## src/rtl/lcd_pkg.sv

```systemverilog
// Shared types and the digit encoding for the static LCD driver.
// Assumes segment order bit0 = a ... bit6 = g.
package lcd_pkg;

    localparam int SEG_W = 7;

    typedef logic [SEG_W-1:0] seg7_t;

    // Content of the display as on/off bits, independent of backplane phase.
    typedef struct packed {
        logic  minus;
        logic  thou;
        seg7_t hund;
        seg7_t tens;
        seg7_t units;
    } disp_t;

    localparam int DISP_W = $bits(disp_t);

    // Map one decimal digit to its lit segments; non-decimal codes are blank.
    function automatic seg7_t digit_to_seg(input logic [3:0] d);
        case (d)
            4'd0:    digit_to_seg = 7'h3F;
            4'd1:    digit_to_seg = 7'h06;
            4'd2:    digit_to_seg = 7'h5B;
            4'd3:    digit_to_seg = 7'h4F;
            4'd4:    digit_to_seg = 7'h66;
            4'd5:    digit_to_seg = 7'h6D;
            4'd6:    digit_to_seg = 7'h7D;
            4'd7:    digit_to_seg = 7'h07;
            4'd8:    digit_to_seg = 7'h7F;
            4'd9:    digit_to_seg = 7'h6F;
            default: digit_to_seg = 7'h00;
        endcase
    endfunction

endpackage

```

## src/rtl/lcd_bp_gen.sv

```systemverilog
// Backplane generator: divides the clock into a 50% square wave.
// Assumes HALF_PERIOD >= 2. The tick output pulses in the cycle whose
// closing edge toggles bp.
module lcd_bp_gen #(
    parameter int HALF_PERIOD = 400
) (
    input  logic clk,
    input  logic rst_n,
    output logic bp,
    output logic tick
);
    localparam int CW = (HALF_PERIOD > 2) ? $clog2(HALF_PERIOD) : 1;
    localparam logic [CW-1:0] LAST = CW'(HALF_PERIOD - 1);

    logic [CW-1:0] cnt;

    assign tick = (cnt == LAST);

    // Count cycles within a half period and flip the backplane at its end.
    always_ff @(posedge clk) begin
        if (!rst_n) begin
            cnt <= '0;
            bp  <= 1'b0;
        end else if (tick) begin
            cnt <= '0;
            bp  <= ~bp;
        end else begin
            cnt <= cnt + 1'b1;
        end
    end

endmodule

```

## src/rtl/lcd_bin2bcd.sv

```systemverilog
// Sequential binary-to-BCD converter using shift-and-add-3.
// Takes IN_W shift cycles plus one result cycle. start is honoured only
// when idle; busy covers every non-idle cycle and done is the last one.
module lcd_bin2bcd #(
    parameter int IN_W   = 11,
    parameter int DIGITS = 4
) (
    input  logic                  clk,
    input  logic                  rst_n,
    input  logic                  start,
    input  logic [IN_W-1:0]       bin,
    output logic                  busy,
    output logic                  done,
    output logic [4*DIGITS-1:0]   bcd
);
    localparam int SH_W = 4 * DIGITS + IN_W;
    localparam int SW   = (IN_W > 2) ? $clog2(IN_W) : 1;
    localparam logic [SW-1:0] LAST_STEP = SW'(IN_W - 1);

    typedef enum logic [1:0] {ST_IDLE, ST_SHIFT, ST_DONE} cstate_t;

    cstate_t         state;
    logic [SW-1:0]   step;
    logic [SH_W-1:0] sh;
    logic [SH_W-1:0] adj;

    assign adj[IN_W-1:0] = sh[IN_W-1:0];

    generate
        for (genvar d = 0; d < DIGITS; d++) begin : g_adj
            // Add 3 to any decimal column of 5 or more before the next shift.
            always_comb begin
                if (sh[IN_W + 4*d +: 4] >= 4'd5)
                    adj[IN_W + 4*d +: 4] = sh[IN_W + 4*d +: 4] + 4'd3;
                else
                    adj[IN_W + 4*d +: 4] = sh[IN_W + 4*d +: 4];
            end
        end
    endgenerate

    assign busy = (state != ST_IDLE);
    assign done = (state == ST_DONE);
    assign bcd  = sh[SH_W-1 -: 4*DIGITS];

    // Sequence load, IN_W adjusted shifts, then one result cycle.
    always_ff @(posedge clk) begin
        if (!rst_n) begin
            state <= ST_IDLE;
            step  <= '0;
            sh    <= '0;
        end else begin
            case (state)
                ST_IDLE: if (start) begin
                    sh    <= {{(4*DIGITS){1'b0}}, bin};
                    step  <= '0;
                    state <= ST_SHIFT;
                end
                ST_SHIFT: begin
                    sh   <= {adj[SH_W-2:0], 1'b0};
                    step <= step + 1'b1;
                    if (step == LAST_STEP)
                        state <= ST_DONE;
                end
                default: state <= ST_IDLE;
            endcase
        end
    end

endmodule

```

## src/rtl/lcd_digit_map.sv

```systemverilog
// Maps BCD digits, polarity and overrange to display on/off bits.
// Assumes the top decimal digit is 0 or 1. Overrange lights only the
// half digit and blanks the full digits. Polarity is always shown.
module lcd_digit_map
    import lcd_pkg::*;
#(
    parameter int FULL_DIGITS = 3
) (
    input  logic [4*(FULL_DIGITS+1)-1:0] bcd,
    input  logic                         neg,
    input  logic                         over,
    output disp_t                        disp
);
    seg7_t full [FULL_DIGITS];

    generate
        for (genvar i = 0; i < FULL_DIGITS; i++) begin : g_dig
            // Decode one full digit, blanked on overrange.
            always_comb full[i] = over ? '0 : digit_to_seg(bcd[4*i +: 4]);
        end
    endgenerate

    // Assemble the display word.
    always_comb begin
        disp.units = full[0];
        disp.tens  = full[1];
        disp.hund  = full[2];
        disp.thou  = over | (bcd[4*FULL_DIGITS +: 4] != 4'd0);
        disp.minus = neg;
    end

endmodule

```

## src/rtl/lcd_static_driver.sv

```systemverilog
// Static LCD driver for a signed three-and-a-half digit reading.
// Captures a reading on rd_valid when idle, converts it to decimal,
// and moves the result to the display only on a backplane toggle.
// Segment outputs are the backplane XOR the on/off bit.
module lcd_static_driver
    import lcd_pkg::*;
#(
    parameter int HALF_PERIOD = 400,
    parameter int MAG_W       = 11,
    parameter int MAX_MAG     = 1999
) (
    input  logic             clk,
    input  logic             rst_n,
    input  logic             rd_valid,
    input  logic [MAG_W-1:0] rd_mag,
    input  logic             rd_neg,
    input  logic             rd_over,
    output logic             bp,
    output logic [6:0]       seg_units,
    output logic [6:0]       seg_tens,
    output logic [6:0]       seg_hund,
    output logic             seg_thou,
    output logic             seg_minus
);
    localparam int FULL_DIGITS = 3;
    localparam int BCD_W       = 4 * (FULL_DIGITS + 1);

    logic             tick;
    logic             conv_busy;
    logic             conv_done;
    logic             start;
    logic [BCD_W-1:0] bcd;
    logic             neg_q;
    logic             over_q;
    disp_t            decoded;
    disp_t            pending;
    disp_t            shown;

    assign start = rd_valid & ~conv_busy;

    lcd_bp_gen #(.HALF_PERIOD(HALF_PERIOD)) u_bp (
        .clk   (clk),
        .rst_n (rst_n),
        .bp    (bp),
        .tick  (tick)
    );

    lcd_bin2bcd #(.IN_W(MAG_W), .DIGITS(FULL_DIGITS + 1)) u_conv (
        .clk   (clk),
        .rst_n (rst_n),
        .start (start),
        .bin   (rd_mag),
        .busy  (conv_busy),
        .done  (conv_done),
        .bcd   (bcd)
    );

    lcd_digit_map #(.FULL_DIGITS(FULL_DIGITS)) u_map (
        .bcd  (bcd),
        .neg  (neg_q),
        .over (over_q),
        .disp (decoded)
    );

    // Hold polarity and effective overrange of the reading being converted.
    always_ff @(posedge clk) begin
        if (!rst_n) begin
            neg_q  <= 1'b0;
            over_q <= 1'b0;
        end else if (start) begin
            neg_q  <= rd_neg;
            over_q <= rd_over | (rd_mag > MAG_W'(MAX_MAG));
        end
    end

    // Store a finished conversion until the next backplane edge.
    always_ff @(posedge clk) begin
        if (!rst_n)         pending <= '0;
        else if (conv_done) pending <= decoded;
    end

    // Update displayed content only together with the backplane toggle.
    always_ff @(posedge clk) begin
        if (!rst_n)    shown <= '0;
        else if (tick) shown <= pending;
    end

    // Drive each segment in or out of phase with the backplane.
    always_comb begin
        seg_units = shown.units ^ {7{bp}};
        seg_tens  = shown.tens  ^ {7{bp}};
        seg_hund  = shown.hund  ^ {7{bp}};
        seg_thou  = shown.thou  ^ bp;
        seg_minus = shown.minus ^ bp;
    end

endmodule

```

## config.mk

```make
export PLATFORM = sky130hd
export DESIGN_NAME = lcd_static_driver
export DESIGN_NICKNAME = d
export VERILOG_FILES = /design/src/rtl/lcd_pkg.sv /design/src/rtl/lcd_bp_gen.sv /design/src/rtl/lcd_bin2bcd.sv /design/src/rtl/lcd_digit_map.sv /design/src/rtl/lcd_static_driver.sv
export SDC_FILE = /design/constraint.sdc
export NUM_CORES = 1
export LEC_CHECK = 0
export ABC_AREA = 0
export ABC_CLOCK_PERIOD_IN_PS = 2300
export CAP_MARGIN = 20
export CORE_MARGIN = 3
export CORE_UTILIZATION = 25
export CTS_BUF_LIST = sky130_fd_sc_hd__clkbuf_8
export CTS_CLUSTER_SIZE = 20
export DETAILED_ROUTE_END_ITERATION = 8
export HOLD_SLACK_MARGIN = 0.1
export PLACE_DENSITY = 0.43
export SYNTH_ARGS = -nofsm -noshare
export SYNTH_HDL_FRONTEND = slang
export SYNTH_SLANG_ARGS = --single-unit
export TNS_END_PERCENT = 5
```

## constraint.sdc

```tcl
create_clock -name clk -period 2.3 [get_ports clk]
set_clock_uncertainty 0.1 [all_clocks]
set_input_delay 0.575 -clock clk [delete_from_list [all_inputs] [get_ports clk]]
set_output_delay 0.575 -clock clk [all_outputs]
set_load 0.05 [all_outputs]
```

# After elaboration in Yosys (flattened, before gate mapping)
# Memories as Yosys holds them, arrays and structs flattened. A register that Yosys moved wholly into a read port is not among the register bits.
# Cells that the tools add are included.
# totals
regBits	91
mem_bits_ro	336
in_bits	16
out_inout_bits	24
word_cells	75
n_memories	3
# mem_list
name	words	word_bits	rd	rd_clocked_by_memory_dff	write_ports	line	text
(no name shown)	16	7	1	1	0	lcd_pkg.sv:22	case (d)
(no name shown)	16	7	1	1	0	lcd_pkg.sv:22	
(no name shown)	16	7	1	1	0	lcd_pkg.sv:22	
# op_classes
add_sub_neg	6
order_cmp	5
eq_ne	6
muxes	20
bitwise	11
reduce_logical	7
# op_table
cell	n
$pmux W27 S2	1
$mux W4	10
$mux W27	1
$mux W7	3
$xor A7 B7 Y7	3
$ge A4 B3 Y1 const B	4
$add A4 B2 Y4 const B	3
$gt A11 B11 Y1 const B	1
$add A9 B1 Y9 const B	1
$eq A9 B9 Y1 const B	1
$pmux W4 S2	1
$add A4 B1 Y4 const B	1
$eq A4 B4 Y1 const B	1
$mux W2	2
$pmux W2 S2	1
$reduce_and A2 Y1	2
$reduce_bool A2 Y1	2
$reduce_bool A4 Y1	1
$add A3 B2 Y3 const B	1
$mux W3	1
$not A1 Y1	3
$eq A2 B1 Y1 const B	1
$eq A2 B2 Y1 const B	1
$logic_not A2 Y1	1
6 further kinds	8

# Logic depth before layout (Yosys ltp)
# depth
depth_word	7
depth_mapped	11
mapped_depth_nobuf	11

# Cells and area by module
# Synthesis repeated with hierarchy kept, for this count alone.
# hier_totals
cells_unflattened	552
hier_area_um2	5042.3
# modules_own_cells
mod	n_inst	cells_per_inst	area_each_um2	seq_area_each_um2
lcd_static_driver	1	185	2118.3	960.9
lcd_bin2bcd	1	222	1750.4	660.6
lcd_digit_map	1	96	704.4	0.0
lcd_bp_gen	1	49	469.2	200.2

# Worst setup path before layout
# Ideal clock, no wire load.
# synth_timing
kind	register -> output
startpoint	register u_bp.bp
endpoint	output port seg_hund[0]
arrival_time_ns	2.186
t_required_ns	1.625
setup_slack_ns	-0.561
path_stages_with_launch	4
path_buffers	2
path_cell_list	dfxtp_1 -> clkbuf_1 -> clkbuf_1 -> xor2_1
# synth_via
elab_chain_cells	1
# synth_rtl
element	line	text
start, declared	lcd_bp_gen.sv:9	output logic bp,
start signal, assigned	lcd_bp_gen.sv:26	bp <= ~bp;
$xor A7 B7 Y7	lcd_static_driver.sv:92	seg_hund = shown.hund ^ {7{bp}};
end, declared	lcd_static_driver.sv:21	output logic [6:0] seg_hund,
# Every way passes these cells.

==> flow_summary.rst <==
.. list-table::
   :header-rows: 1

   * - Metric
     - Value
   * - Fraction of the yosys area taken by sequential cells
     - 43.5%
   * - Height of the die
     - 150 µm
   * - Net count, final
     - 721
   * - Net switching power figure
     - about 840 µW
   * - Via count of the first global-routing pass
     - roughly 4.2k
   * - Power density over the cells
     - 517 nW/µm²
   * - TritonCTS clock tree
     - yes
   * - Synth-to-Final Area Change
     - 42.5%
   * - Most repeated cell in the gate-level netlist after synthesis
     - sky130_fd_sc_hd__dfxtp_1
   * - Worst path setup slack after routing
     - roughly 0.07 ns
   * - Fmax achieved
     - 448 MHz
   * - Crit path arrival time
     - 2.41 ns
   * - Routability-driven placement congestion ratio
     - between 0.7 and 0.8
   * - Run status
     - completed
   * - Number of antenna violations at the first check in global routing
     - 0
   * - Number of flops mapped to enable cells by yosys
     - 0
   * - Sequential group share of total power
     - 52.4%
   * - Number of nets in the synthesized netlist
     - 629
   * - Cells after synthesis
     - ~580
   * - Area share of the leading cell type in the synthesized netlist
     - 43.5%
   * - Number of distinct library cells after synthesis
     - 60
   * - Clk Latency, worst-skew pair
     - ~0.39 ns
   * - Worst-path fanout max
     - 6
   * - Count of synthesis-stage warnings from yosys
     - 0
   * - Die area
     - 22400 µm²
   * - Minimum setup slack among reg-to-reg paths
     - 0.10 ns
   * - Routed via count divided by cell count
     - 4.55
   * - Setup violation total in the final timing report
     - 0
   * - Post-layout minimum cycle time
     - 2.23 ns
   * - Avg Synthesized Cell Area
     - 8.84 µm²
   * - Worst hold path class
     - reg -> reg
   * - CTS Hold Buffers Added
     - 0
   * - Number of H-tree branching levels
     - 3
   * - N_diodes
     - 0
   * - Combined global-route utilization of all metal layers
     - 11.2%
   * - Launch point of the worst path
     - rd_valid
   * - Clk network pwr share
     - just over 40%
   * - Worst reg2reg path depth
     - 10
   * - Routed WL
     - 12400 µm
   * - Slew of the pin with the lowest slew margin
     - 0.666 ns
   * - Placed wire-length estimate after detailed placement
     - 9130 µm
   * - Ys async rst share
     - 0%
   * - Maximum capacitance violations
     - 0
   * - Top cell type by total area after synthesis
     - sky130_fd_sc_hd__dfxtp_1
   * - Post-route insts no fill
     - around 950
   * - Maximum number of pins on one net before global-route repair
     - 32
   * - Die extent in x
     - 150 µm
   * - Core Rows
     - 51
   * - Slew headroom
     - 55.0%
   * - P_int
     - 2950 µW
   * - Initial DRC Count
     - 246
   * - Top area cells in the synthesized netlist
     - sky130_fd_sc_hd__dfxtp_1 (43%), sky130_fd_sc_hd__ha_1 (7.3%), sky130_fd_sc_hd__a21oi_1 (6.5%)
   * - Hold_sp
     - pending[4]
   * - Top flip-flop cell by instance count after synthesis
     - sky130_fd_sc_hd__dfxtp_1
   * - Worst Setup Slack post-DPL
     - -0.540 ns
   * - Deepest clock path buffer count
     - 2
   * - Clock-pin slew reported for the worst setup and hold paths after clock tree synthesis
     - roughly 0.10 ns
   * - Clk root buf
     - sky130_fd_sc_hd__clkbuf_8
   * - Initial cell density of the core
     - 26.0%
   * - Total CTS buffers
     - 9
   * - Sort of element at the start of the critical path
     - input pin
   * - Clock net sink count
     - 112
   * - Max Slew Vio Count
     - 0
   * - Wire length per cell
     - ~13 µm
   * - Endpoint class of the critical path
     - register
   * - FF+latch count, synth
     - 112
   * - Category of the critical setup timing path
     - in -> reg
   * - Total overflow reported by the global router
     - 0
   * - Source of the worst register-to-register timing path
     - u_conv.sh[20]
   * - Count of buffers inserted at the top-level ports
     - 39
   * - Number of detailed-routing iterations run before antenna repair
     - 4
   * - Relative contribution of combinational cells to total power
     - 6.6%
   * - CORE AREA
     - 19800 µm²
   * - Share of total power consumed by net switching
     - about 22%
   * - Top cell types by occurrence after synthesis
     - sky130_fd_sc_hd__dfxtp_1 (112), sky130_fd_sc_hd__nand2_1 (87), sky130_fd_sc_hd__a21oi_1 (67)
   * - Count of boundary I/O pins
     - 40
   * - Required time of the critical path
     - 2.48 ns
   * - Post-synthesis instance area
     - 5150 µm²
   * - RSZ-0062 raised after global routing
     - true
   * - Worst slack on hold paths
     - 0.355 ns
   * - Via count of the routed design
     - 4301
   * - Static power due to leakage
     - 0.00283 µW
   * - Wire length of the first global-routing pass
     - 20300 µm
   * - Layout cells sized above 1
     - 27.2%
   * - Final clock period utilization by the worst path
     - 97.0%
   * - Remaining DRCs
     - 0
   * - Maximum vdd drop
     - approximately 0.42 mV
   * - Number of placed instances with taps included
     - approximately 930
   * - Remaining antenna violation count
     - 0
   * - Final Hold Violating Endpoints
     - 0
-- area by class of cell --
type                       count  area [µm²]
tap                          265         332
clock inverter                 6         138
timing repair buffer         114        1220
inverter                      25        98.8
multi-input combinational    413        3170
clock buffer                  10         138
sequential                   112        2250
fill                        2032       12500
-- critical path, stage by stage --
cell                              delay (ns)
sky130_fd_sc_hd__clkdlybuf4s50_1        0.45
sky130_fd_sc_hd__o21bai_2               0.20
sky130_fd_sc_hd__buf_6                  0.17
sky130_fd_sc_hd__nand2_4                0.07
sky130_fd_sc_hd__buf_4                  0.17
sky130_fd_sc_hd__o31ai_2                0.06
sky130_fd_sc_hd__a32oi_2                0.07
sky130_fd_sc_hd__buf_4                  0.18
sky130_fd_sc_hd__inv_2                  0.08
sky130_fd_sc_hd__nor3_1                 0.06
sky130_fd_sc_hd__a311o_1                0.32
-- repair_timing --
item                                    CTS  global route
resized for setup                         6            34
pin swaps                                 0             6
setup buffers                             0             4
endpoints found under the setup margin    9            28
-- routing by layer --
layer,GRT usage [%],vias to the layer above,wire [µm]
li1,-,2191,-
met1,14.9,2019,6060
met2,18.3,75,5730
met3,2.09,16,419
met4,3.94,0,211
met5,0,-,0
-- cell families after synthesis --
kind of cell | after synthesis | synth area share, %
AOI/OAI and AO/OA | 158 | 20.2
xor gates and xnor gates | 35 | 5.95
adders and majority gates | 30 | 7.28
buffers and inverters | 58 | 4.66
DFF | 112 | 43.5
muxes | 6 | 1.19
and+or+nand+nor | 184 | 17.2
-- worst min path at each step --
stage	end	slack, ns	cells past startpoint
finish	pending[4]	0.36	2
global route	pending[9]	0.37	2
CTS	u_bp.cnt[0]	0.35	1
detailed placement	u_bp.cnt[0]	0.34	1
global placement	u_bp.cnt[0]	0.33	1
floorplan	u_bp.cnt[0]	0.32	1
-- power by group through the flow --
stage | clock network [µW] | logic [µW] | registers (µW)
6_report | 1560 | 252 | 1990
3_5_place_dp | 0 | 243 | 2030
2_1_floorplan | 0 | 134 | 2030
4_1_cts | 1620 | 245 | 1990
5_1_grt | 1690 | 279 | 1990
3_3_place_gp | 0 | 241 | 2030
-- layout by cell type (no fill, tap or decap), drive strengths merged, types with 4 or more instances in the layout --
master	netlist	final
a21o	4	4
a21oi	68	68
a22oi	7	7
a32oi	4	4
and3	4	4
buf	8	99
bufinv	0	4
clkbuf	25	10
clkdlybuf4s50	0	14
dfxtp	112	112
ha	30	30
inv	25	26
mux2i	5	5
nand2	88	88
nand2b	5	5
nand3	13	13
nand3b	25	25
nor2	33	33
o21ai	31	31
o22ai	14	14
o311ai	5	5
o31ai	6	6
xnor2	8	8
xor2	27	27
-- stage by stage --
step / total power, µW / cell area, µm² / util (%) / setup TNS [ns]
finish: 3800 / 7340 / 37.0 / 0
floorplan: 2160 / 5550 / - / -2.29
CTS: 3850 / 7190 / 36.2 / 0
global placement: 2270 / 6900 / 34.8 / -7.27
detailed placement: 2280 / 6900 / 34.8 / -8.00
global route: 3970 / 7340 / 37.0 / -0.135
Power figures use the tool's default switching activity.
